**config.mk**
```make
export PLATFORM = sky130hd
export DESIGN_NAME = wbuf_seq
export DESIGN_NICKNAME = d
export VERILOG_FILES = /design/src/rtl/wbuf_pkg.sv /design/src/rtl/wbuf_data.sv /design/src/rtl/wbuf_ctrl.sv /design/src/rtl/wbuf_seq.sv
export SDC_FILE = /design/constraint.sdc
export NUM_CORES = 1
export LEC_CHECK = 0
export BUFFER_PORTS_ARGS = -buffer_cell sky130_fd_sc_hd__buf_4
export CAP_MARGIN = 20
export CELL_PAD_IN_SITES_DETAIL_PLACEMENT = 0
export CELL_PAD_IN_SITES_GLOBAL_PLACEMENT = 1
export CORE_ASPECT_RATIO = 1.25
export CORE_MARGIN = 10
export CORE_UTILIZATION = 45
export CTS_CLUSTER_SIZE = 24
export DETAILED_ROUTE_END_ITERATION = 6
export GPL_TIMING_DRIVEN = 0
export HOLD_SLACK_MARGIN = 0.06
export PLACE_DENSITY_LB_ADDON = 0.1
export RECOVER_POWER = 25
export SYNTH_ARGS = -nofsm -noshare
export SYNTH_HDL_FRONTEND = slang
export SYNTH_HIERARCHICAL = 1
export SYNTH_SLANG_ARGS = --single-unit
```
**constraint.sdc**
```tcl
create_clock -name clk -period 2.54 [get_ports clk]
set_clock_uncertainty 0.05 [all_clocks]
set_input_delay 0.508 -clock clk [delete_from_list [all_inputs] [get_ports clk]]
set_output_delay 0.508 -clock clk [all_outputs]
set_load 0.02 [all_outputs]
```
**src/rtl/wbuf_pkg.sv**
```systemverilog
package wbuf_pkg;

  localparam logic [7:0] CMD_LOAD    = 8'h25;
  localparam logic [7:0] CMD_CONFIRM = 8'h29;
  localparam logic [7:0] CMD_RESET   = 8'hF0;

  typedef enum logic [3:0] {
    ST_IDLE,
    ST_ARMED,
    ST_COUNT,
    ST_LOAD,
    ST_CONFIRM,
    ST_COMMIT,
    ST_HOLD,
    ST_ABORT,
    ST_ABORT_ARM
  } seqState_t;

  typedef struct packed {
    logic latchSector;
    logic latchPage;
    logic storeWord;
    logic clearBuf;
    logic commitEn;
  } strobe_t;

endpackage

```
**src/rtl/wbuf_data.sv**
```systemverilog
module wbuf_data
  import wbuf_pkg::*;
#(
  parameter int ADDR_W     = 12,
  parameter int DATA_W     = 16,
  parameter int BUF_WORDS  = 16,
  parameter int SECTOR_LSB = 8
) (
  input  logic                          clk,
  input  logic                          rstN,
  input  strobe_t                       stb,
  input  logic [ADDR_W-1:0]             wrAddr,
  input  logic [DATA_W-1:0]             wrData,
  input  logic [$clog2(BUF_WORDS)-1:0]  commitIdx,
  input  logic [DATA_W-1:0]             arrRdData,
  output logic                          sectorHit,
  output logic                          pageHit,
  output logic                          countTooBig,
  output logic                          arrWrEn,
  output logic [ADDR_W-1:0]             arrAddr,
  output logic [DATA_W-1:0]             arrWrData
);

  localparam int IDX_W  = $clog2(BUF_WORDS);
  localparam int PAGE_W = ADDR_W - IDX_W;
  localparam int SECT_W = ADDR_W - SECTOR_LSB;
  localparam logic [DATA_W-1:0] MAX_COUNT = DATA_W'(BUF_WORDS - 1);

  logic [SECT_W-1:0]  sectorQ;
  logic [PAGE_W-1:0]  pageQ;
  logic [IDX_W-1:0]   wrIdx;
  logic [DATA_W-1:0]  entryData [BUF_WORDS];
  logic [BUF_WORDS-1:0] validVec;

  assign wrIdx = wrAddr[IDX_W-1:0];

  always_ff @(posedge clk or negedge rstN) begin
    if (!rstN) begin
      sectorQ <= '0;
      pageQ   <= '0;
    end else begin
      if (stb.latchSector) sectorQ <= wrAddr[ADDR_W-1:SECTOR_LSB];
      if (stb.latchPage)   pageQ   <= wrAddr[ADDR_W-1:IDX_W];
    end
  end

  for (genvar g = 0; g < BUF_WORDS; g++) begin : g_entry
    logic [DATA_W-1:0] dataQ;
    logic              validQ;
    always_ff @(posedge clk or negedge rstN) begin
      if (!rstN) begin
        dataQ  <= '0;
        validQ <= 1'b0;
      end else if (stb.clearBuf) begin
        validQ <= 1'b0;
      end else if (stb.storeWord && (wrIdx == IDX_W'(g))) begin
        dataQ  <= wrData;
        validQ <= 1'b1;
      end
    end
    assign entryData[g] = dataQ;
    assign validVec[g]  = validQ;
  end

  assign sectorHit   = (wrAddr[ADDR_W-1:SECTOR_LSB] == sectorQ);
  assign pageHit     = (wrAddr[ADDR_W-1:IDX_W] == pageQ);
  assign countTooBig = (wrData > MAX_COUNT);

  assign arrAddr   = {pageQ, commitIdx};
  assign arrWrEn   = stb.commitEn & validVec[commitIdx];
  assign arrWrData = arrRdData & entryData[commitIdx];

endmodule

```
**src/rtl/wbuf_ctrl.sv**
```systemverilog
module wbuf_ctrl
  import wbuf_pkg::*;
#(
  parameter int DATA_W      = 16,
  parameter int BUF_WORDS   = 16,
  parameter int HOLD_CYCLES = 6
) (
  input  logic                          clk,
  input  logic                          rstN,
  input  logic                          unlockPulse,
  input  logic                          wrEn,
  input  logic [DATA_W-1:0]             wrData,
  input  logic                          sectorHit,
  input  logic                          pageHit,
  input  logic                          countTooBig,
  output strobe_t                       stb,
  output logic [$clog2(BUF_WORDS)-1:0]  commitIdx,
  output logic                          busy,
  output logic                          abortFlag
);

  localparam int IDX_W  = $clog2(BUF_WORDS);
  localparam int HOLD_W = $clog2(HOLD_CYCLES + 1);
  localparam logic [DATA_W-1:0] LOAD_CODE    = DATA_W'(CMD_LOAD);
  localparam logic [DATA_W-1:0] CONFIRM_CODE = DATA_W'(CMD_CONFIRM);
  localparam logic [DATA_W-1:0] RESET_CODE   = DATA_W'(CMD_RESET);
  localparam logic [IDX_W-1:0]  LAST_IDX     = IDX_W'(BUF_WORDS - 1);
  localparam logic [HOLD_W-1:0] LAST_HOLD    = HOLD_W'(HOLD_CYCLES - 1);

  seqState_t        stateQ, stateD;
  logic [IDX_W-1:0] targetQ, targetD;
  logic [IDX_W-1:0] pairsQ, pairsD;
  logic [IDX_W-1:0] idxQ, idxD;
  logic [HOLD_W-1:0] holdQ, holdD;
  logic             pairOk;
  logic             firstPair;

  assign firstPair = (pairsQ == '0);
  assign pairOk    = firstPair ? sectorHit : pageHit;

  always_comb begin
    stateD  = stateQ;
    targetD = targetQ;
    pairsD  = pairsQ;
    idxD    = idxQ;
    holdD   = holdQ;
    stb     = '0;
    unique case (stateQ)
      ST_IDLE: begin
        if (unlockPulse) stateD = ST_ARMED;
      end
      ST_ARMED: begin
        if (wrEn) begin
          if (wrData == LOAD_CODE) begin
            stb.latchSector = 1'b1;
            stb.clearBuf    = 1'b1;
            stateD          = ST_COUNT;
          end else begin
            stateD = ST_IDLE;
          end
        end
      end
      ST_COUNT: begin
        if (wrEn) begin
          if (!sectorHit || countTooBig) begin
            stateD = ST_ABORT;
          end else begin
            targetD = wrData[IDX_W-1:0];
            pairsD  = '0;
            stateD  = ST_LOAD;
          end
        end
      end
      ST_LOAD: begin
        if (wrEn) begin
          if (!pairOk) begin
            stateD = ST_ABORT;
          end else begin
            stb.storeWord = 1'b1;
            stb.latchPage = firstPair;
            if (pairsQ == targetQ) stateD = ST_CONFIRM;
            else pairsD = pairsQ + 1'b1;
          end
        end
      end
      ST_CONFIRM: begin
        if (wrEn) begin
          if ((wrData == CONFIRM_CODE) && sectorHit) begin
            idxD   = '0;
            stateD = ST_COMMIT;
          end else begin
            stateD = ST_ABORT;
          end
        end
      end
      ST_COMMIT: begin
        stb.commitEn = 1'b1;
        if (idxQ == LAST_IDX) begin
          holdD  = '0;
          stateD = ST_HOLD;
        end else begin
          idxD = idxQ + 1'b1;
        end
      end
      ST_HOLD: begin
        if (holdQ == LAST_HOLD) stateD = ST_IDLE;
        else holdD = holdQ + 1'b1;
      end
      ST_ABORT: begin
        if (unlockPulse) stateD = ST_ABORT_ARM;
      end
      ST_ABORT_ARM: begin
        if (wrEn) stateD = (wrData == RESET_CODE) ? ST_IDLE : ST_ABORT;
      end
      default: stateD = ST_IDLE;
    endcase
  end

  always_ff @(posedge clk or negedge rstN) begin
    if (!rstN) begin
      stateQ  <= ST_IDLE;
      targetQ <= '0;
      pairsQ  <= '0;
      idxQ    <= '0;
      holdQ   <= '0;
    end else begin
      stateQ  <= stateD;
      targetQ <= targetD;
      pairsQ  <= pairsD;
      idxQ    <= idxD;
      holdQ   <= holdD;
    end
  end

  assign commitIdx = idxQ;
  assign busy      = (stateQ == ST_COMMIT) || (stateQ == ST_HOLD);
  assign abortFlag = (stateQ == ST_ABORT) || (stateQ == ST_ABORT_ARM);

endmodule

```
**src/rtl/wbuf_seq.sv**
```systemverilog
module wbuf_seq
  import wbuf_pkg::*;
#(
  parameter int ADDR_W      = 12,
  parameter int DATA_W      = 16,
  parameter int BUF_WORDS   = 16,
  parameter int SECTOR_LSB  = 8,
  parameter int HOLD_CYCLES = 6
) (
  input  logic              clk,
  input  logic              rstN,
  input  logic              unlockPulse,
  input  logic              wrEn,
  input  logic [ADDR_W-1:0] wrAddr,
  input  logic [DATA_W-1:0] wrData,
  output logic              busy,
  output logic              abortFlag,
  output logic              arrWrEn,
  output logic [ADDR_W-1:0] arrAddr,
  output logic [DATA_W-1:0] arrWrData,
  input  logic [DATA_W-1:0] arrRdData
);

  localparam int IDX_W = $clog2(BUF_WORDS);

  strobe_t          stb;
  logic [IDX_W-1:0] commitIdx;
  logic             sectorHit;
  logic             pageHit;
  logic             countTooBig;

  wbuf_ctrl #(
    .DATA_W      (DATA_W),
    .BUF_WORDS   (BUF_WORDS),
    .HOLD_CYCLES (HOLD_CYCLES)
  ) u_ctrl (
    .clk         (clk),
    .rstN        (rstN),
    .unlockPulse (unlockPulse),
    .wrEn        (wrEn),
    .wrData      (wrData),
    .sectorHit   (sectorHit),
    .pageHit     (pageHit),
    .countTooBig (countTooBig),
    .stb         (stb),
    .commitIdx   (commitIdx),
    .busy        (busy),
    .abortFlag   (abortFlag)
  );

  wbuf_data #(
    .ADDR_W     (ADDR_W),
    .DATA_W     (DATA_W),
    .BUF_WORDS  (BUF_WORDS),
    .SECTOR_LSB (SECTOR_LSB)
  ) u_data (
    .clk         (clk),
    .rstN        (rstN),
    .stb         (stb),
    .wrAddr      (wrAddr),
    .wrData      (wrData),
    .commitIdx   (commitIdx),
    .arrRdData   (arrRdData),
    .sectorHit   (sectorHit),
    .pageHit     (pageHit),
    .countTooBig (countTooBig),
    .arrWrEn     (arrWrEn),
    .arrAddr     (arrAddr),
    .arrWrData   (arrWrData)
  );

endmodule

```
==> flow_metrics.env, run 1 <==
export IMPL_routed_wl_um=48230
export IMPL_drc=0
export IMPL_post_synth_top_area_fraction=0.5109
export IMPL_synth_top_cell_by_area="dfrtp_1"
export IMPL_power_density_nw_per_um2=562.2
export IMPL_ys_warn_count=6
export IMPL_timing_final_crit_share=1.118
export IMPL_dp_cells=1615
export IMPL_final_cells=1783
export IMPL_required_ns=1.98
export IMPL_final_hold_viol_count=0
export IMPL_p_leak_nw=10.43
export IMPL_synth_seq_area_share=0.5109
export IMPL_die_area_um2=40690
export IMPL_synth_most_common_cell="dfrtp_1"
export IMPL_ir_drop_uv=546.6
export IMPL_vias=10510
export IMPL_fillCellCount=2479
export IMPL_ios=79
export IMPL_die_w_um=182.4
export IMPL_drtIter0Drc=638
export IMPL_tightest_slew_ns=1.461
export IMPL_synth_distinct_cells=72
export IMPL_clock_latency_ns=0.53
export IMPL_min_period_ns=2.841
export IMPL_final_max_slew_violation_count=0
export IMPL_synth_common_cells="dfrtp_1, mux2_2, mux2i_1, clkbuf_1, nand2_1"
export IMPL_dp_hpwl_um=30560
export IMPL_syn_cell_area_um2=14840
export IMPL_gp_congestion=0.8904
export IMPL_cts_tree="yes"
export IMPL_routedWlPerCell_um=27.05
export IMPL_crit_type="register to output pin"
export IMPL_floorplan_initialDensity=0.4554
export IMPL_avgSynthCellArea_um2=13.30
export IMPL_htreeDepth=2
export IMPL_cp_max_fo=9
export IMPL_design_area_um2=20730
export IMPL_netSwitchingPower_mw=3.040
export IMPL_synth_flop_cell="dfrtp_1"
export IMPL_synthArstFlopShare=1.000
export IMPL_overflow=0
export IMPL_first_pass_iters=5
export IMPL_maxCapViolations=0
export IMPL_startpoint_type="register"
export IMPL_fin_nets=1395
export IMPL_rows=74
export IMPL_cts_root_buf="clkbuf_16"
export IMPL_synth_edff_count=0
export IMPL_core_um2=32590
export IMPL_clock_power_share=0.431
export IMPL_fin_tns_setup_ns=-23.10
export IMPL_worstSetupEndpointType="output pin"
export IMPL_p_int_mw=8.615
export IMPL_finalSetupViolations=267
export IMPL_syn_inst=1116
export IMPL_fmax_ghz=0.3520
export IMPL_grt_max_degree=105
export IMPL_min_path_type="input port to register"
export IMPL_relSlewSlack=0.02591
export IMPL_drive_gt1_frac=0.5429
export IMPL_sequentialPowerShare=0.423
export IMPL_rsz0062_at_grt="yes"
export IMPL_io_buffers=78
export IMPL_grtUsageTotal=0.2301
export IMPL_grt_pass1_vias=11340
export IMPL_antenna_found_initial=0
export IMPL_violations="negative setup slack"
export IMPL_pwr_share_comb=0.146
export IMPL_yosys_top_cells_area="dfrtp_1, mux2_2, mux2i_1"
export IMPL_antennaDiodeCount=0
export IMPL_cts_buffers=34
export IMPL_syn2layout_area_growth_pct=39.69
export IMPL_die_height_um=223.0
export IMPL_place_area_um2=16180
export IMPL_holdWs_ns=0.1792
export IMPL_clkTransAtPathRegs_ns=0.06
export IMPL_cts_sinks=303
export IMPL_syn_nets=1169
export IMPL_clk_path_buf_depth=3
export IMPL_setup_ws_ns=-0.3009
export IMPL_status="finished with violations"
export IMPL_crit_arrival_ns=2.28
export IMPL_yosys_register_bits=303
export IMPL_via_per_inst=5.897
export IMPL_swShare=0.2608
export IMPL_grt_pass1_wl_um=71440
export IMPL_antenna_left=0
-- through the flow --
| step | utilization | power, mW | setup slack, ns |
|---|---|---|---|
| 2_1_floorplan | - | 5.816 | -0.1324 |
| 3_3_place_gp | 0.4940 | 6.352 | -1.929 |
| 3_5_place_dp | 0.4963 | 6.369 | -0.9515 |
| 4_1_cts | 0.6184 | 11.65 | -0.3049 |
| 5_1_grt | 0.6361 | 12.10 | -0.3696 |
| 6_report | 0.6361 | 11.66 | -0.3009 |
-- state kept, by name, indices dropped and copies added, names as in the netlist --
signal                 cells
u_ctrl/holdQ               3
u_ctrl/pairsQ              4
u_data/g_entry.dataQ     256
u_ctrl/commitIdx           4
u_data/pageQ               8
u_data/sectorQ             4
u_ctrl/stateQ              4
u_ctrl/targetQ             4
u_data/g_entry.validQ     16
-- timing repair --
action                                  4_1_cts  5_1_grt
hold endpoints to repair                     97        0
gates cloned                                 16        5
endpoints found under the setup margin      298      287
resized for setup                           424      107
hold buffers                                  1        0
pin swaps                                    31       26
buffers inserted                             79       23
-- worst paths after layout --
check	cells after the start	to	slack, ns	start
max in group asynchronous	3	u_ctrl/pairsQ[0]$_DFFE_PN0P_	0.38	rstN
setup reg to reg	12	u_data/g_entry[3].dataQ[9]$_DFFE_PN0P_	-0.16	u_ctrl/stateQ[2]$_DFFE_PN0P_
hold / removal	2	u_data/pageQ[3]$_DFFE_PN0P_	0.18	wrAddr[7]
setup / recovery	7	arrWrData[3]	-0.30	u_ctrl/commitIdx[2]$_DFFE_PN0P_
hold reg to reg	1	u_data/g_entry[14].validQ$_DFFE_PN0P_	0.44	u_data/g_entry[14].validQ$_DFFE_PN0P_
min in group asynchronous	2	u_data/g_entry[13].dataQ[8]$_DFFE_PN0P_	0.85	rstN
-- worst max-delay path: stages, from the launching register on --
cell and delay [ns]:
dfrtp_2 0.47, buf_12 0.18, and2_4 0.17, buf_4 0.17
a22oi_1 0.22, nand4b_1 0.15, o22ai_1 0.21, buf_4 0.19
-- power by group through the flow --
stage               combinational (mW)  clock, mW  sequential, mW
floorplan                        0.799          0            5.02
global route                      1.83       5.33            4.94
detailed placement                1.34          0            5.03
global placement                  1.32          0            5.03
CTS                               1.60       5.12            4.93
finish                            1.70       5.02            4.93
-- metal layers --
layer / vias to the layer above / GRT usage / routed length [µm]
li1: 4586 / - / -
met3: 112 / 0.04130 / 2369
met1: 5478 / 0.2884 / 20420
met4: 0 / 0.1054 / 2139
met5: - / 0 / 0
met2: 338 / 0.3786 / 23300
-- cells by family after synthesis --
family	share of synthesized area
fa+ha+maj	0.004215
simple gates	0.07629
buf+inv	0.03878
compound gates	0.06036
flops	0.5109
mux	0.2983
xor+xnor	0.01121
-- layout make-up --
| type | instances | area [µm²] | share of cell area |
|---|---|---|---|
| Buffer | 75 | 890.9 | 0.04297 |
| Clock buffer | 48 | 984.7 | 0.04750 |
| Clock inverter | 11 | 136.4 | 0.006578 |
| Inverter | 18 | 82.58 | 0.003983 |
| Multi-Input combinational cell | 710 | 8184 | 0.3947 |
| Sequential cell | 303 | 7589 | 0.3660 |
| Tap cell | 418 | 523.0 | 0.02523 |
| Timing Repair Buffer | 200 | 2342 | 0.1130 |
-- layout by cell type (no fill, tap or decap), drive strengths merged, types with 8 or more instances in the layout --
master,instances
mux2,286
nand2,40
a2111oi,10
nor2,27
xnor2,8
o21ai,21
nand3,18
dfrtp,303
nor3,9
buf,235
nand4b,18
mux2i,80
o22ai,15
o2111ai,14
a22oi,26
nor2b,19
inv,19
clkbuf,87
xor2,11
a21o,8
mux4,14
Note: power is estimated with default switching activity, not from simulation.
==> run 2, diff against run 1 <==
--- a/config.mk
+++ b/config.mk
@@ -9,8 +9,7 @@
 export CAP_MARGIN = 20
 export CELL_PAD_IN_SITES_DETAIL_PLACEMENT = 0
 export CELL_PAD_IN_SITES_GLOBAL_PLACEMENT = 1
-export CORE_ASPECT_RATIO = 1.25
-export CORE_MARGIN = 10
+export CORE_MARGIN = 2
 export CORE_UTILIZATION = 45
 export CTS_CLUSTER_SIZE = 24
 export DETAILED_ROUTE_END_ITERATION = 6
@@ -18,6 +17,7 @@
 export HOLD_SLACK_MARGIN = 0.06
 export PLACE_DENSITY_LB_ADDON = 0.1
 export RECOVER_POWER = 25
+export SLEW_MARGIN = 20
 export SYNTH_ARGS = -nofsm -noshare
 export SYNTH_HDL_FRONTEND = slang
 export SYNTH_HIERARCHICAL = 1
==> run 2 against run 1 <==
Net effect: the flow still finishes with violations (negative setup slack); global-route usage is 4.6 points higher; fmax is 1.8% lower; sequential power hardly changed; critical path depth is 1 higher; first-iteration DRC count is 29% higher; power is 1.8% higher; critical endpoint is now arrWrData[5].
==> flow_metrics.env, run 2 (synthesis results as in run 1) <==
export IMPL_p_leak_nw=10.52
export IMPL_cts_buffers=36
export IMPL_crit_arrival_ns=2.34
export IMPL_worstSetupEndpointType="output pin"
export IMPL_die_area_um2=34450
export IMPL_grt_max_degree=93
export IMPL_final_cell_mix="dfrtp_1, mux2_4, mux2_2, buf_4, buf_6"
export IMPL_clk_path_buf_depth=3
export IMPL_routedWlPerCell_um=26.71
export IMPL_drc=0
export IMPL_largest_reg_flops=256
export IMPL_routed_wl_um=48440
export IMPL_relSlewSlack=0.1873
export IMPL_startpoint_type="register"
export IMPL_power_total_mw=11.87
export IMPL_cts_tree="yes"
export IMPL_place_ws_ns=-1.108
export IMPL_design_area_um2=20950
export IMPL_core_um2=32540
export IMPL_gp_congestion=0.8403
export IMPL_required_ns=1.98
export IMPL_regMostFlops="u_data/g_entry.dataQ"
export IMPL_fin_nets=1398
export IMPL_min_path_type="input port to register"
export IMPL_holdWs_ns=0.1916
export IMPL_setup_ws_ns=-0.3541
export IMPL_rsz0062_at_grt="yes"
export IMPL_grt_pass1_wl_um=69680
export IMPL_ir_drop_uv=385.1
export IMPL_cts_sinks=303
export IMPL_grtUsageTotal=0.2766
export IMPL_dp_cells=1639
export IMPL_syn2layout_area_growth_pct=41.16
export IMPL_die_height_um=185.6
export IMPL_vias=10710
export IMPL_die_w_um=185.6
export IMPL_floorplan_initialDensity=0.4562
export IMPL_drtIter0Drc=821
export IMPL_rows=66
export IMPL_overflow=0
export IMPL_antenna_found_initial=0
export IMPL_antennaDiodeCount=0
export IMPL_antenna_left=0
export IMPL_maxCapViolations=0
export IMPL_place_area_um2=16220
export IMPL_fillCellCount=2509
export IMPL_fmax_ghz=0.3455
export IMPL_clock_latency_ns=0.52
export IMPL_tightest_slew_ns=1.219
export IMPL_dp_hpwl_um=29330
export IMPL_final_cells=1814
export IMPL_grt_pass1_vias=10640
export IMPL_finalSetupViolations=272
export IMPL_cp_max_fo=8
export IMPL_ios=79
export IMPL_status="finished with violations"
export IMPL_drive_gt1_frac=0.5525
export IMPL_fin_util=0.6439
export IMPL_fin_tns_setup_ns=-47.46
export IMPL_io_buffers=78
export IMPL_htreeDepth=2
export IMPL_final_hold_viol_count=0
export IMPL_power_density_nw_per_um2=566.5
export IMPL_via_per_inst=5.905
export IMPL_reg_largest_list="u_data/g_entry.dataQ: 256 flops, u_data/g_entry.validQ: 16 flops, u_data/pageQ: 8 flops"
export IMPL_violations="negative setup slack"
export IMPL_first_pass_iters=5
export IMPL_layout_commonest_cell="dfrtp_1"
export IMPL_multi_input_area_um2=8207
export IMPL_cts_root_buf="clkbuf_16"
export IMPL_min_period_ns=2.894
export IMPL_seq_area_um2=7589
export IMPL_clkTransAtPathRegs_ns=0.06
export IMPL_final_max_slew_violation_count=0
export IMPL_timing_final_crit_share=1.139
export IMPL_crit_type="register to output pin"
run 2: cell count changes in the layout (fill, tap and decap cells not counted), sizes merged:
cell / before / now
clkbuf: 87 / 98
clkinvlp: 1 / 0
nand2: 40 / 41
buf: 235 / 227
inv: 19 / 20
clkinv: 6 / 9
run 2: worst max-delay path, stage by stage (launching register included):
cell	delay, ns
dfrtp_2	0.43
buf_12	0.16
buf_16	0.16
buf_12	0.15
mux2i_1	0.12
a22oi_1	0.20
nand4b_1	0.15
o22ai_2	0.28
buf_6	0.16
run 2: repair_timing:
item,CTS,global route
hold buffers,1,0
pin swaps,32,25
setup endpoints to repair,298,301
cloned,15,9
endpoints found under the hold margin,83,0
buffers inserted,60,40
gates resized for setup,389,136
run 2: power by group:
| group | internal (mW) | switching, mW |
|---|---|---|
| combinational | 0.669 | 0.973 |
| clock | 3.21 | 2.07 |
| sequential | 4.89 | 0.0551 |
| total | 8.77 | 3.10 |
run 2: area by class of cell:
| cell class | count | area share |
|---|---|---|
| inverter | 18 | 0.003822 |
| multi-input combinational | 711 | 0.3917 |
| buffer | 76 | 0.04407 |
| tap | 442 | 0.02640 |
| clock buffer | 51 | 0.05052 |
| timing repair buffer | 199 | 0.1140 |
| sequential | 303 | 0.3622 |
| clock inverter | 14 | 0.007286 |
run 2: layer usage:
layer  routed length, µm  part of all wire  vias to the layer above  global-route usage
met5                   0                 0                        -                   0
met1               22700              0.47                     5712              0.4062
met2               22210              0.46                      310              0.4391
li1                    -                 -                     4608                   -
met4                1244             0.026                        0             0.06709
met3                2284             0.047                       81             0.03189
run 2: worst paths after layout:
path	from	endpoint	slack, ns	cells past startpoint
max in group asynchronous	rstN	u_data/g_entry[3].dataQ[4]$_DFFE_PN0P_	0.25	4
setup / recovery	u_ctrl/commitIdx[0]$_DFFE_PN0P_	arrWrData[5]	-0.35	8
hold / removal	wrAddr[6]	u_data/pageQ[2]$_DFFE_PN0P_	0.19	2
hold reg to reg	u_data/g_entry[12].validQ$_DFFE_PN0P_	u_data/g_entry[12].validQ$_DFFE_PN0P_	0.44	1
setup reg to reg	u_ctrl/stateQ[3]$_DFFE_PN0P_	u_data/g_entry[6].dataQ[6]$_DFFE_PN0P_	-0.26	10
min in group asynchronous	rstN	u_data/g_entry[15].dataQ[9]$_DFFE_PN0P_	0.74	2
==> run 3, diff against run 2 <==
--- a/config.mk
+++ b/config.mk
@@ -10,7 +10,7 @@
 export CELL_PAD_IN_SITES_DETAIL_PLACEMENT = 0
 export CELL_PAD_IN_SITES_GLOBAL_PLACEMENT = 1
 export CORE_MARGIN = 2
-export CORE_UTILIZATION = 45
+export CORE_UTILIZATION = 44
 export CTS_CLUSTER_SIZE = 24
 export DETAILED_ROUTE_END_ITERATION = 6
 export GPL_TIMING_DRIVEN = 0
==> constraint.sdc (replaced) <==
create_clock -name clk -period 3.4 [get_ports clk]
set_clock_uncertainty 0.05 [all_clocks]
set_input_delay 0.68 -clock clk [delete_from_list [all_inputs] [get_ports clk]]
set_output_delay 0.68 -clock clk [all_outputs]
set_load 0.02 [all_outputs]
==> run 3 against run 2 <==
Net effect: critical path depth shrank 2; largest cell class is now flip-flops and latches; routed wire length shrank 15%; register-to-register slack gained 0.48 ns; via count shrank 9.0%; combinational power shrank 39%; critical endpoint is now arrWrData[0]; global-route usage shrank 3.9 points; non-clock buffer count shrank 105; sequential cell count is the same; the flow now finishes without violations; power shrank 27%; highest routed layer unchanged; worst setup slack gained 0.44 ns.
==> flow_metrics.env, run 3 (synthesis results as in run 1) <==
export IMPL_die_w_um=187.7
export IMPL_gp_congestion=0.8055
export IMPL_tightest_slew_ns=1.358
export IMPL_io_buffers=78
export IMPL_regMostFlops="u_data/g_entry.dataQ"
export IMPL_crit_arrival_ns=2.59
export IMPL_drtIter0Drc=589
export IMPL_met3_length_um=1840
export IMPL_antennaDiodeCount=0
export IMPL_drive_gt1_frac=0.4349
export IMPL_final_max_slew_violation_count=0
export IMPL_holdWs_ns=0.3619
export IMPL_startpoint_type="register"
export IMPL_routedWlPerCell_um=24.12
export IMPL_worstSetupEndpointType="output pin"
export IMPL_p_leak_nw=9.082
export IMPL_cts_root_buf="clkbuf_16"
export IMPL_finalSetupViolations=0
export IMPL_syn2layout_area_growth_pct=17.79
export IMPL_antenna_found_initial=0
export IMPL_routed_wl_um=41360
export IMPL_crit_type="register to output pin"
export IMPL_first_pass_iters=5
export IMPL_overflow=0
export IMPL_power_density_nw_per_um2=494.1
export IMPL_timing_final_crit_share=0.9754
export IMPL_ir_drop_uv=380.8
export IMPL_relSlewSlack=0.09475
export IMPL_reg_largest_list="u_data/g_entry.dataQ: 256 flops, u_data/g_entry.validQ: 16 flops, u_data/pageQ: 8 flops"
export IMPL_regToRegStartpoint="u_ctrl/stateQ[3]$_DFFE_PN0P_"
export IMPL_met1_length_um=18700
export IMPL_startpoint="u_ctrl/commitIdx[2]$_DFFE_PN0P_"
export IMPL_clk_path_buf_depth=3
export IMPL_ios=79
export IMPL_cts_tree="yes"
export IMPL_die_height_um=187.7
export IMPL_place_ws_ns=-0.8472
export IMPL_cts_buffers=36
export IMPL_cp_max_fo=10
export IMPL_clkTransAtPathRegs_ns=0.06
export IMPL_vias=9747
export IMPL_clock_latency_ns=0.52
export IMPL_layout_commonest_cell="dfrtp_1"
export IMPL_grt_pass1_vias=10010
export IMPL_rows=67
export IMPL_min_path_type="input port to register"
export IMPL_required_ns=2.67
export IMPL_min_period_ns=3.316
export IMPL_fin_nets=1292
export IMPL_maxCapViolations=0
export IMPL_rsz0062_at_grt="yes"
export IMPL_largest_reg_flops=256
export IMPL_htreeDepth=2
export IMPL_fmax_ghz=0.3016
export IMPL_via_per_inst=5.683
export IMPL_antenna_left=0
export IMPL_final_hold_viol_count=0
export IMPL_wl_met2_um=19970
export IMPL_dp_hpwl_um=29700
export IMPL_floorplan_initialDensity=0.4448
export IMPL_cts_sinks=303
export IMPL_grt_max_degree=80
export IMPL_final_cell_mix="dfrtp_1, mux2_2, buf_4, mux2i_1, clkbuf_16"
export IMPL_routed_top_layer="met4"
export IMPL_grt_pass1_wl_um=63030
export IMPL_core_um2=33360
export IMPL_drc=0
export IMPL_min_from="wrAddr[4]"
export IMPL_status="finished, final reports clean"
export IMPL_grtUsageTotal=0.2377
export IMPL_setup_ws_ns=0.08380
export IMPL_die_area_um2=35220
export IMPL_power_total_mw=8.639
==> run 3: through the flow <==
stage	instances	util	cell area, µm²	setup TNS, ns
2_1_floorplan	1116	-	14840	0
3_3_place_gp	1642	0.4792	15990	-506.81
3_5_place_dp	1646	0.4827	16110	-148.83
4_1_cts	1713	0.5218	17410	-0.4104
5_1_grt	1715	0.5240	17480	-0.03433
6_report	1715	0.5240	17480	0
==> run 3: critical path: stages (launching register included) <==
cell,delay (ns)
dfrtp_2,0.50
buf_2,0.28
nor2_2,0.56
a22oi_1,0.27
nand4b_1,0.16
nand2_1,0.11
buf_4,0.18
==> run 3: worst paths after layout <==
check,endpoint,cells after the start,slack [ns]
setup / recovery,arrWrData[0],6,0.08
hold / removal,u_data/pageQ[0]$_DFFE_PN0P_,2,0.36
setup reg to reg,u_data/g_entry[5].dataQ[8]$_DFFE_PN0P_,8,0.22
hold reg to reg,u_data/g_entry[13].validQ$_DFFE_PN0P_,1,0.43
max in group asynchronous,u_data/g_entry[2].dataQ[0]$_DFFE_PN0P_,4,0.42
min in group asynchronous,u_ctrl/holdQ[0]$_DFFE_PN0P_,2,0.95
==> run 3: where the power goes <==
group / switching, mW / internal [mW] / leakage (nW)
registers: 0.0448 / 3.65 / 4.15
clock network: 1.54 / 2.40 / 0.601
logic: 0.624 / 0.371 / 4.33
total: 2.21 / 6.43 / 9.08
==> run 3: routing by layer <==
layer  track usage  vias to the layer above
li1              -                     4358
met1        0.3288                     5122
met2        0.3927                      211
met3       0.03612                       56
met4       0.06118                        0
met5             0                        -
==> run 3: timing repair <==
item                                    4_1_cts  5_1_grt
hold buffers                                  1        0
endpoints found under the setup margin      222      124
gates cloned                                  0        0
pin swaps                                     0        0
hold endpoints to repair                     47        0
resized for setup                            35       36
buffers inserted                              0        2
==> run 3: final cells by class <==
cell class,instances,area (µm²)
plain buffers,85,575.6
clock buffers,50,1015
clock inverters,16,195.2
fillers,2984,15880
inverters,18,67.56
multi-input cells,710,6789
flip-flops and latches,303,7585
well taps,448,560.5
repair buffers,85,694.4
